### src/rtl/evx_pkg.sv
package evx_pkg;

   typedef enum logic [1:0] {
      ST_IDLE = 2'd0,
      ST_RD   = 2'd1,
      ST_WR   = 2'd2,
      ST_DONE = 2'd3
   } seq_st_t;

   // packed mode word, LSB field last
   typedef struct packed {
      logic [5:0] rsvd;
      logic       isel;
      logic       chain;
      logic [1:0] size;
      logic [1:0] xmode;
      logic [1:0] dmode;
      logic [1:0] smode;
   } mode_t;

   localparam logic [1:0] AM_INC = 2'b10;
   localparam logic [1:0] AM_DEC = 2'b11;

   localparam logic [2:0] SEL_MODE = 3'd0;
   localparam logic [2:0] SEL_SRC  = 3'd1;
   localparam logic [2:0] SEL_DST  = 3'd2;
   localparam logic [2:0] SEL_CNT  = 3'd3;
   localparam logic [2:0] SEL_EN   = 3'd4;

endpackage

### src/rtl/evx_addr_step.sv
module evx_addr_step
   import evx_pkg::*;
#(
   parameter int AW        = 32,
   parameter bit ALLOW_DEC = 1'b1
) (
   input  logic [AW-1:0] addr_i,
   input  logic [1:0]    amode_i,
   input  logic [1:0]    size_i,
   output logic [AW-1:0] addr_o
);

   logic [AW-1:0] step;

   always_comb begin
      case (size_i)
         2'b00:   step = AW'(1);
         2'b01:   step = AW'(2);
         default: step = AW'(4);
      endcase
   end

   generate
      if (ALLOW_DEC) begin : g_updown
         always_comb begin
            case (amode_i)
               AM_INC:  addr_o = addr_i + step;
               AM_DEC:  addr_o = addr_i - step;
               default: addr_o = addr_i;
            endcase
         end
      end else begin : g_uponly
         always_comb begin
            addr_o = (amode_i == AM_INC) ? addr_i + step : addr_i;
         end
      end
   endgenerate

endmodule

### src/rtl/evx_seq.sv
module evx_seq
   import evx_pkg::*;
#(
   parameter int AW = 32,
   parameter int DW = 32
) (
   input  logic          clk,
   input  logic          rst_n,
   input  logic          start_i,
   input  logic [AW-1:0] src_i,
   input  logic [AW-1:0] dst_i,
   input  logic [1:0]    size_i,
   input  logic [DW-1:0] bus_rdata_i,
   input  logic          bus_rdy_i,
   output logic          bus_req_o,
   output logic          bus_we_o,
   output logic [AW-1:0] bus_addr_o,
   output logic [DW-1:0] bus_wdata_o,
   output logic [1:0]    bus_size_o,
   output logic          busy_o,
   output logic          done_o
);

   seq_st_t       st_q;
   logic [DW-1:0] hold_q;

   always_ff @(posedge clk or negedge rst_n) begin
      if (!rst_n) begin
         st_q   <= ST_IDLE;
         hold_q <= '0;
      end else begin
         case (st_q)
            ST_IDLE: if (start_i) st_q <= ST_RD;
            ST_RD: if (bus_rdy_i) begin
               hold_q <= bus_rdata_i;
               st_q   <= ST_WR;
            end
            ST_WR: if (bus_rdy_i) st_q <= ST_DONE;
            default: st_q <= ST_IDLE;
         endcase
      end
   end

   always_comb begin
      bus_req_o   = (st_q == ST_RD) || (st_q == ST_WR);
      bus_we_o    = (st_q == ST_WR);
      bus_addr_o  = (st_q == ST_WR) ? dst_i : src_i;
      bus_wdata_o = hold_q;
      bus_size_o  = size_i;
      busy_o      = (st_q != ST_IDLE);
      done_o      = (st_q == ST_DONE);
   end

   // a waiting bus cycle must not move
   p_hold_until_rdy_r9: assert property (@(posedge clk) disable iff (!rst_n)
      (bus_req_o && !bus_rdy_i) |=> (bus_req_o && $stable(bus_addr_o) && $stable(bus_we_o)));

   // every transfer opens with a read
   p_read_first_r4: assert property (@(posedge clk) disable iff (!rst_n)
      $rose(bus_req_o) |-> !bus_we_o);

   // a finished read is followed by the write
   p_write_follows_r4: assert property (@(posedge clk) disable iff (!rst_n)
      (bus_req_o && !bus_we_o && bus_rdy_i) |=> (bus_req_o && bus_we_o));

endmodule

### src/rtl/evx_channel.sv
module evx_channel
   import evx_pkg::*;
#(
   parameter int AW        = 32,
   parameter int DW        = 32,
   parameter int CW        = 16,
   parameter bit ALLOW_DEC = 1'b1
) (
   input  logic          clk,
   input  logic          rst_n,
   input  logic          cfg_we,
   input  logic [2:0]    cfg_addr,
   input  logic [31:0]   cfg_wdata,
   output logic [31:0]   cfg_rdata,
   input  logic          evt_i,
   output logic          flag_clr_o,
   output logic          cpu_irq_o,
   output logic          bus_req_o,
   output logic          bus_we_o,
   output logic [AW-1:0] bus_addr_o,
   output logic [DW-1:0] bus_wdata_o,
   output logic [1:0]    bus_size_o,
   input  logic [DW-1:0] bus_rdata_i,
   input  logic          bus_rdy_i
);

   localparam logic [CW-1:0] CNT_ONE = CW'(1);

   generate
      if (AW < 8 || AW > 32) begin : g_bad_aw
         $error("evx_channel: AW must lie in 8..32");
      end
      if (CW < 2 || CW > 32) begin : g_bad_cw
         $error("evx_channel: CW must lie in 2..32");
      end
      if (DW < 32 || (DW % 8) != 0) begin : g_bad_dw
         $error("evx_channel: DW must be a byte multiple of at least 32");
      end
   endgenerate

   mode_t         mode_q;
   logic [AW-1:0] src_q, dst_q, src_nx, dst_nx;
   logic [CW-1:0] cnt_q;
   logic          en_q, pend_q, clr_q, irq_q;
   logic          start, busy, done, last;

   assign start = en_q && pend_q && !busy;
   assign last  = (cnt_q == CNT_ONE);

   evx_addr_step #(.AW(AW), .ALLOW_DEC(ALLOW_DEC)) u_src_step (
      .addr_i(src_q), .amode_i(mode_q.smode), .size_i(mode_q.size), .addr_o(src_nx));

   evx_addr_step #(.AW(AW), .ALLOW_DEC(ALLOW_DEC)) u_dst_step (
      .addr_i(dst_q), .amode_i(mode_q.dmode), .size_i(mode_q.size), .addr_o(dst_nx));

   evx_seq #(.AW(AW), .DW(DW)) u_seq (
      .clk(clk), .rst_n(rst_n), .start_i(start),
      .src_i(src_q), .dst_i(dst_q), .size_i(mode_q.size),
      .bus_rdata_i(bus_rdata_i), .bus_rdy_i(bus_rdy_i),
      .bus_req_o(bus_req_o), .bus_we_o(bus_we_o), .bus_addr_o(bus_addr_o),
      .bus_wdata_o(bus_wdata_o), .bus_size_o(bus_size_o),
      .busy_o(busy), .done_o(done));

   always_ff @(posedge clk or negedge rst_n) begin
      if (!rst_n) begin
         mode_q <= '0;
         src_q  <= '0;
         dst_q  <= '0;
         cnt_q  <= '0;
         en_q   <= 1'b0;
         pend_q <= 1'b0;
         clr_q  <= 1'b0;
         irq_q  <= 1'b0;
      end else begin
         clr_q <= 1'b0;
         irq_q <= evt_i && !en_q;
         if (start) pend_q <= 1'b0;
         if (cfg_we) begin
            case (cfg_addr)
               SEL_MODE: mode_q <= mode_t'(cfg_wdata[15:0]);
               SEL_SRC:  src_q  <= cfg_wdata[AW-1:0];
               SEL_DST:  dst_q  <= cfg_wdata[AW-1:0];
               SEL_CNT:  cnt_q  <= cfg_wdata[CW-1:0];
               SEL_EN: begin
                  en_q   <= cfg_wdata[0];
                  pend_q <= 1'b0;
               end
               default: ;
            endcase
         end
         if (done) begin
            src_q <= src_nx;
            dst_q <= dst_nx;
            cnt_q <= cnt_q - CNT_ONE;
            if (last) begin
               en_q   <= 1'b0;
               pend_q <= 1'b0;
            end
            irq_q <= last || mode_q.isel;
            clr_q <= !last && !mode_q.isel;
         end
         if (evt_i && en_q) pend_q <= 1'b1;
      end
   end

   always_comb begin
      case (cfg_addr)
         SEL_MODE: cfg_rdata = {16'b0, mode_q};
         SEL_SRC:  cfg_rdata = 32'(src_q);
         SEL_DST:  cfg_rdata = 32'(dst_q);
         SEL_CNT:  cfg_rdata = 32'(cnt_q);
         SEL_EN:   cfg_rdata = {31'b0, en_q};
         default:  cfg_rdata = '0;
      endcase
   end

   assign flag_clr_o = clr_q;
   assign cpu_irq_o  = irq_q;

   // the bus is used only by an enabled channel
   p_bus_needs_en_r2: assert property (@(posedge clk) disable iff (!rst_n)
      bus_req_o |-> en_q);

   // flag clear and CPU interrupt never coincide
   p_clr_excl_irq_r5: assert property (@(posedge clk) disable iff (!rst_n)
      !(flag_clr_o && cpu_irq_o));

   // a flag clear means the sequence is still running
   p_clr_keeps_en_r5: assert property (@(posedge clk) disable iff (!rst_n)
      flag_clr_o |-> (en_q && cnt_q != '0));

   // a completion with count one disables the channel
   p_last_disables_r6: assert property (@(posedge clk) disable iff (!rst_n)
      (done && last && !cfg_we) |=> (!en_q && cpu_irq_o));

endmodule

### config.mk
export PLATFORM = sky130hd
export DESIGN_NAME = evx_channel
export DESIGN_NICKNAME = d
export VERILOG_FILES = /design/src/rtl/evx_pkg.sv /design/src/rtl/evx_addr_step.sv /design/src/rtl/evx_seq.sv /design/src/rtl/evx_channel.sv
export SDC_FILE = /design/constraint.sdc
export NUM_CORES = 1
export LEC_CHECK = 0
export ABC_AREA = 1
export BUFFER_PORTS_ARGS = -buffer_cell sky130_fd_sc_hd__buf_4
export CAP_MARGIN = 20
export CELL_PAD_IN_SITES_DETAIL_PLACEMENT = 2
export CELL_PAD_IN_SITES_GLOBAL_PLACEMENT = 2
export CORE_ASPECT_RATIO = 0.75
export CORE_UTILIZATION = 30
export CTS_CLUSTER_DIAMETER = 150
export DETAILED_ROUTE_END_ITERATION = 6
export PLACE_DENSITY_LB_ADDON = 0.12
export SLEW_MARGIN = 30
export SYNTH_ARGS = -nofsm -noshare
export SYNTH_HDL_FRONTEND = slang
export SYNTH_SLANG_ARGS = --single-unit
### constraint.sdc
create_clock -name clk -period 7.2 [get_ports clk]
set_clock_uncertainty 0.05 [all_clocks]
set_input_delay 1.44 -clock clk [delete_from_list [all_inputs] [get_ports clk]]
set_output_delay 1.44 -clock clk [all_outputs]
set_load 0.02 [all_outputs]
# Yosys cells after proc, flatten, opt, wreduce, memory -nomap -nowiden
# Index checks and enable logic that the tools add are counted.
[word_totals] register_bits=134
[classes] addsub=5 eq_ne=18 n_mux=30 n_reduce_logical=25
[op_table] cell="2-to-1 mux 32 bit" count=7
[op_table] cell="one-hot mux 32 bit (5 select lines)" count=1
[op_table] cell="one-hot mux 32 bit (2 select lines)" count=2
[op_table] cell="2-to-1 mux 16 bit" count=3
[op_table] cell="adder 32 x 3 -> 32 bit" count=1
[op_table] cell="adder 32 bit" count=1
[op_table] cell="subtractor 32 x 3 -> 32 bit" count=1
[op_table] cell="subtractor 32 bit" count=1
[op_table] cell="== test 16 x 1 -> 1 bit (second input constant)" count=1
[op_table] cell="subtractor 16 x 1 -> 16 bit (second input constant)" count=1
[op_table] cell="== test 2 bit (second input constant)" count=6
[op_table] cell="2-to-1 mux 1 bit" count=12
[op_table] cell="nonzero test 2 bit" count=5
[op_table] cell="AND reduction 3 bit" count=3
[op_table] cell="== test 3 x 2 -> 1 bit (second input constant)" count=2
[op_table] cell="2-to-1 mux 2 bit" count=3
[op_table] cell="inequality test 3 x 1 -> 1 bit (second input constant)" count=2
[op_table] cell="one-hot mux 2 bit (3 select lines)" count=1
[op_table] cell="one-hot mux 3 bit (2 select lines)" count=1
[op_table] cell="AND reduction 2 bit" count=3
[op_table] cell="logical AND 1 bit" count=5
[op_table] cell="== test 2 x 1 -> 1 bit (second input constant)" count=2
[op_table] cell="logical NOT 1 bit" count=4
[op_table] cell="logical NOT 2 bit" count=2
[op_table] cell="6 further kinds" count=8

# Logic depth before layout (Yosys ltp)
[logic_depth] ltp_word=9 mapped_depth=16 mapped_depth_nobuf=16

# Hierarchy
# A second synthesis with hierarchy kept.
[hier_totals] hier_cells=2048 area_unflattened_um2=12779.8
[by_module_without_submodules] module="evx_channel" instances=1 cells_per_inst=660 area_per_inst_um2=5253.8 seq_area_each_um2=2502.4
[by_module_without_submodules] module="evx_addr_step at u_dst_step" instances=1 cells_per_inst=592 area_per_inst_um2=2756.4 seq_area_each_um2=0.0
[by_module_without_submodules] module="evx_addr_step at u_src_step" instances=1 cells_per_inst=592 area_per_inst_um2=2752.6 seq_area_each_um2=0.0
[by_module_without_submodules] module="evx_seq" instances=1 cells_per_inst=204 area_per_inst_um2=2016.9 seq_area_each_um2=850.8

# Worst setup path after synthesis
# OpenSTA, ideal clock, no wires.
[synth_path] kind="input to output" start="input cfg_addr[2]" end="output cfg_rdata[17]" arrival_ns=2.573 slack_ns=3.137 path_stages=5 path_buffers=2 cell_sequence="buf_2 nor3_4 inv_1 clkbuf_1 o21ai_0"
[synth_via] elab_chain_cells=2
[synth_lines] element="start, declared" line="evx_channel.sv:12" source="input logic [2:0] cfg_addr,"
[synth_lines] element="== test 3 bit, or another cell as far along" line="evx_channel.sv:107" source="case (cfg_addr)"
[synth_lines] element="one-hot mux 32 bit (5 select lines) *" line="evx_channel.sv:107"
[synth_lines] element="end, declared" line="evx_channel.sv:14" source="output logic [31:0] cfg_rdata,"
# Mark *: on every way between the ends. The rest lies on a longest branch, timed or not.

# Worst setup path in the final report
[layout_path] start="input cfg_addr[2]" end="output cfg_rdata[2]"
# The elaborated chain is that of the path after synthesis.

==> summary.md <==
| Metric | Value |
|---|---|
| Top-level port count | `roughly 170` |
| Async set or reset register ratio after synthesis | `100.0%` |
| Num CTS Buffers | `17` |
| Critical R2R Launch | `mode_q[3]` |
| Worst path cell trace | `buf_4, nor3_4, inv_1, o22ai_1, a221o_1, buf_4` |
| Starting Density | `between 30 and 40%` |
| Most used cell, CP | `buf_4` |
| Arr. time, crit path | `3560 ps` |
| Share of layout cells above drive strength 1 | `between 10% and 20%` |
| WL met1 | `roughly 25000 µm` |
| Period utilization | `between 70% and 80%` |
| Clk_lat worst skew | `450 ps` |
| Seq cells post-synth | `134` |
| Root buf cell | `clkbuf_16` |
| CP bufs+invs | `3` |
| HP Start | `mode_q[9]` |
| Final hold vios | `0` |
| Crit path capture type | `output pin` |
| Clock Path Buffers | `2` |
| Initial DRC count | `~650` |
| Comb power frac | `between 60 and 70%` |
| Max-Cap Viols | `0` |
| CTS tree | `yes` |
| Metal2 WL | `23240 µm` |
| Most area-consuming cells after synthesis | `dfrtp_1 29%, nand2_1 19%, inv_1 9.8%` |
| Area delta synth->final | `20.25%` |
| Setup TNS | `0 ps` |
| Delay-heaviest family, CP | `buffers and inverters` |
| Worst vdd ir | `between 0.2 and 0.25 mV` |
| Post-route cell area | `~14000 µm²` |
| Core area | `38400 µm²` |
| Mapped Nets | `just over 2000` |
| Critical Path RT | `approximately 5700 ps` |
| Max Fclk | `0.1980 GHz` |
| Post-synthesis cell count | `about 1900` |
| DP HPWL | `between 40000 and 50000 µm` |
| P_int | `between 0.003 and 0.004 W` |
| Post-synth top cells | `599 x nand2_1, 306 x inv_1, 235 x nor2_1` |
| Slew @ Worst Pin | `roughly 960 ps` |
| Max-slew headroom | `35.50%` |
| CTS clk-pin slew, worst paths | `around 70 ps` |
| Drt first pass iters | `5` |
| Synth warn | `0` |
| Tot GR Track Use | `approximately a quarter` |
| Post-synth EDFFs | `0` |
| Initial antenna violation count | `1` |
| Final Critical Period | `between 5000 and 6000 ps` |
| Sequential cell area fraction in the yosys report | `28.56%` |
| Remaining global-route overflow | `0` |
| Slew Limit Fails | `0` |
| Outcome | `finished, final reports clean` |
| R2R depth | `14` |
| DRC viols | `0` |
| Die Area | `between 30000 and 40000 µm²` |
| RSZ-0062 raised after global routing | `no` |
| Post-synth top area share | `roughly 29%` |
| # clock sinks | `134` |
| Wire length per cell | `a little over 20 µm` |
| Placement Rows | `62` |
| H-tree levels | `4` |
| Hold Path Stages | `1` |
| Sw power | `approximately 0.0038 W` |
| Area leader, netlist | `dfrtp_1` |
| GPL Wtd Cong | `approximately 0.87` |
| Worst R2R End | `dst_q[26]` |
| R2R setup slack | `roughly 3800 ps` |
| CP Max Fanout | `20` |
| Die X-Extent | `230.5 µm` |
| Setup CP Type | `input pin to output pin` |
| ANT cells | `0` |
| Critical path's largest stage delay | `about 650 ps` |
| PwrDens | `between 400 and 500 nW/µm²` |
| Met3 WL | `around 2600 µm` |
| Post-DRT Antenna Nets | `0` |
| Routed vias/inst | `about 5.1` |
| Hold Crit Endpoint | `flag_clr_o` |
| DR top layer | `met5` |
| Via count | `12970` |
| Syn Std Cell Area | `about 12000 µm²` |
| Leakage dissipation | `roughly 7.6 nW` |
| IO Port Bufs | `173` |
| Cells after DPL | `~2500` |
| Seq pwr share | `22.2%` |
| Final Setup Violations | `0` |
| Nets@finish | `2164` |
| Leading register cell type out of synthesis | `dfrtp_1` |
| Largest net degree at the start of global routing | `between 70 and 80` |
| Synth unique cells | `47` |
| Worst hold-check path type | `register to register` |
| Cell with the most instances after synthesis | `nand2_1` |
| Crit-path slowest cell | `nor3_4` |
| First-pass GRT wire length | `between 80000 and 90000 µm` |
| Fin cells | `between 2000 and 3000` |
| Postcts setup bufs | `0` |
| Hold_buf cts | `0` |
| Routed WL | `roughly 52000 µm` |
| Startpoint types | `input pin` |
| Placed Area | `~14000 µm²` |
| Number of global-route vias before repair | `between 10000 and 15000` |
| Mean Syn Cell Area | `roughly 6.3 µm²` |
| Clock power share | `about an eighth` |
| Post-CTS Resized | `0` |
| Die Y | `~170 µm` |
| Sw frac | `between 50% and 60%` |
-- cells by family (layout without fill, tap and decap cells) --
family,Yosys count,count (layout),share of synthesized area [%]
mux,48,48,4.603
fa+ha+maj,70,70,7.587
compound gates,242,242,11.91
buf+inv,364,526,12.04
simple gates,1010,1010,34.93
flops,134,134,28.56
xor+xnor,5,5,0.3730
-- power by group through the flow --
stage               logic (W)  registers, W  clock network [W]
detailed placement    0.00446       0.00154                  0
CTS                   0.00449       0.00153           0.000929
global route          0.00495       0.00157           0.000954
global placement      0.00430       0.00153                  0
finish                0.00446       0.00153           0.000908
floorplan             0.00280       0.00146                  0
-- cell type report --
type / instances / area [µm²]
well taps: 512 / 640.6
multi-input cells: 1375 / 7003
fillers: 4781 / 24280
inverters: 314 / 1179
repair buffers: 180 / 1355
clock buffers: 18 / 439.2
flip-flops and latches: 134 / 3353
clock inverters: 14 / 150.1
-- cells in the final DEF (no fill, tap or decap), types with 6 or more instances in the layout --
cell type and instances:
a21oi_1 92, a22oi_1 18, a31oi_1 23, buf_4 179
clkbuf_16 17, dfrtp_1 134, ha_1 66, inv_1 304
inv_2 10, inv_6 9, mux2_2 48, nand2_1 599
nand3_1 122, nand3b_1 6, nand4_1 9, nor2_1 235
nor3_1 11, o211ai_1 6, o21ai_0 76, o21bai_1 6
or2_2 18
-- routing by layer --
layer	vias to the layer above	GRT usage (%)
met5	-	0
met4	2	6.402
met3	66	4.852
li1	6223	-
met2	299	42.46
met1	6383	36.31
-- worst register-to-register path, cell delays in order (launching register included) --
cell,delay [ps]
dfrtp_1,490
nand2_1,320
inv_2,590
ha_1,420
nand2_1,180
inv_1,60
nand2_1,60
nand2_1,120
inv_1,80
nand3_1,260
nand2_1,250
nand3_1,90
nand2_1,70
nand3_1,110
a21oi_1,170
-- worst max path at each step --
stage,to,depth (start not counted),slack (ps),startpoint
6_report,cfg_rdata[2],6,2150,cfg_addr[2]
5_1_grt,cfg_rdata[2],6,2030,cfg_addr[2]
4_1_cts,cfg_rdata[15],5,2160,cfg_addr[2]
3_5_place_dp,cfg_rdata[15],5,2200,cfg_addr[2]
3_3_place_gp,cfg_rdata[15],5,2200,cfg_addr[2]
2_1_floorplan,cfg_rdata[17],5,3140,cfg_addr[2]
-- through the flow --
stage	total power (W)	setup WS, ps	hold WS, ps	util (%)
after floorplan	0.004256	3137	362.1	-
after global placement	0.005830	2200	404.2	35.24
after detailed placement	0.005997	2196	410.4	35.24
after CTS	0.006946	2165	422.3	36.77
after global routing	0.007476	2025	455.8	36.77
final	0.006895	2149	422.8	36.77
-- flip-flops by register name, indices dropped and copies added (netlist names) --
name / count
mode_q: 16
en_q: 1
u_seq.st_q: 2
pend_q: 1
src_q: 32
cpu_irq_o: 1
flag_clr_o: 1
dst_q: 32
u_seq.bus_wdata_o: 32
cnt_q: 16
No activity file was read; power rests on OpenSTA's default activity.
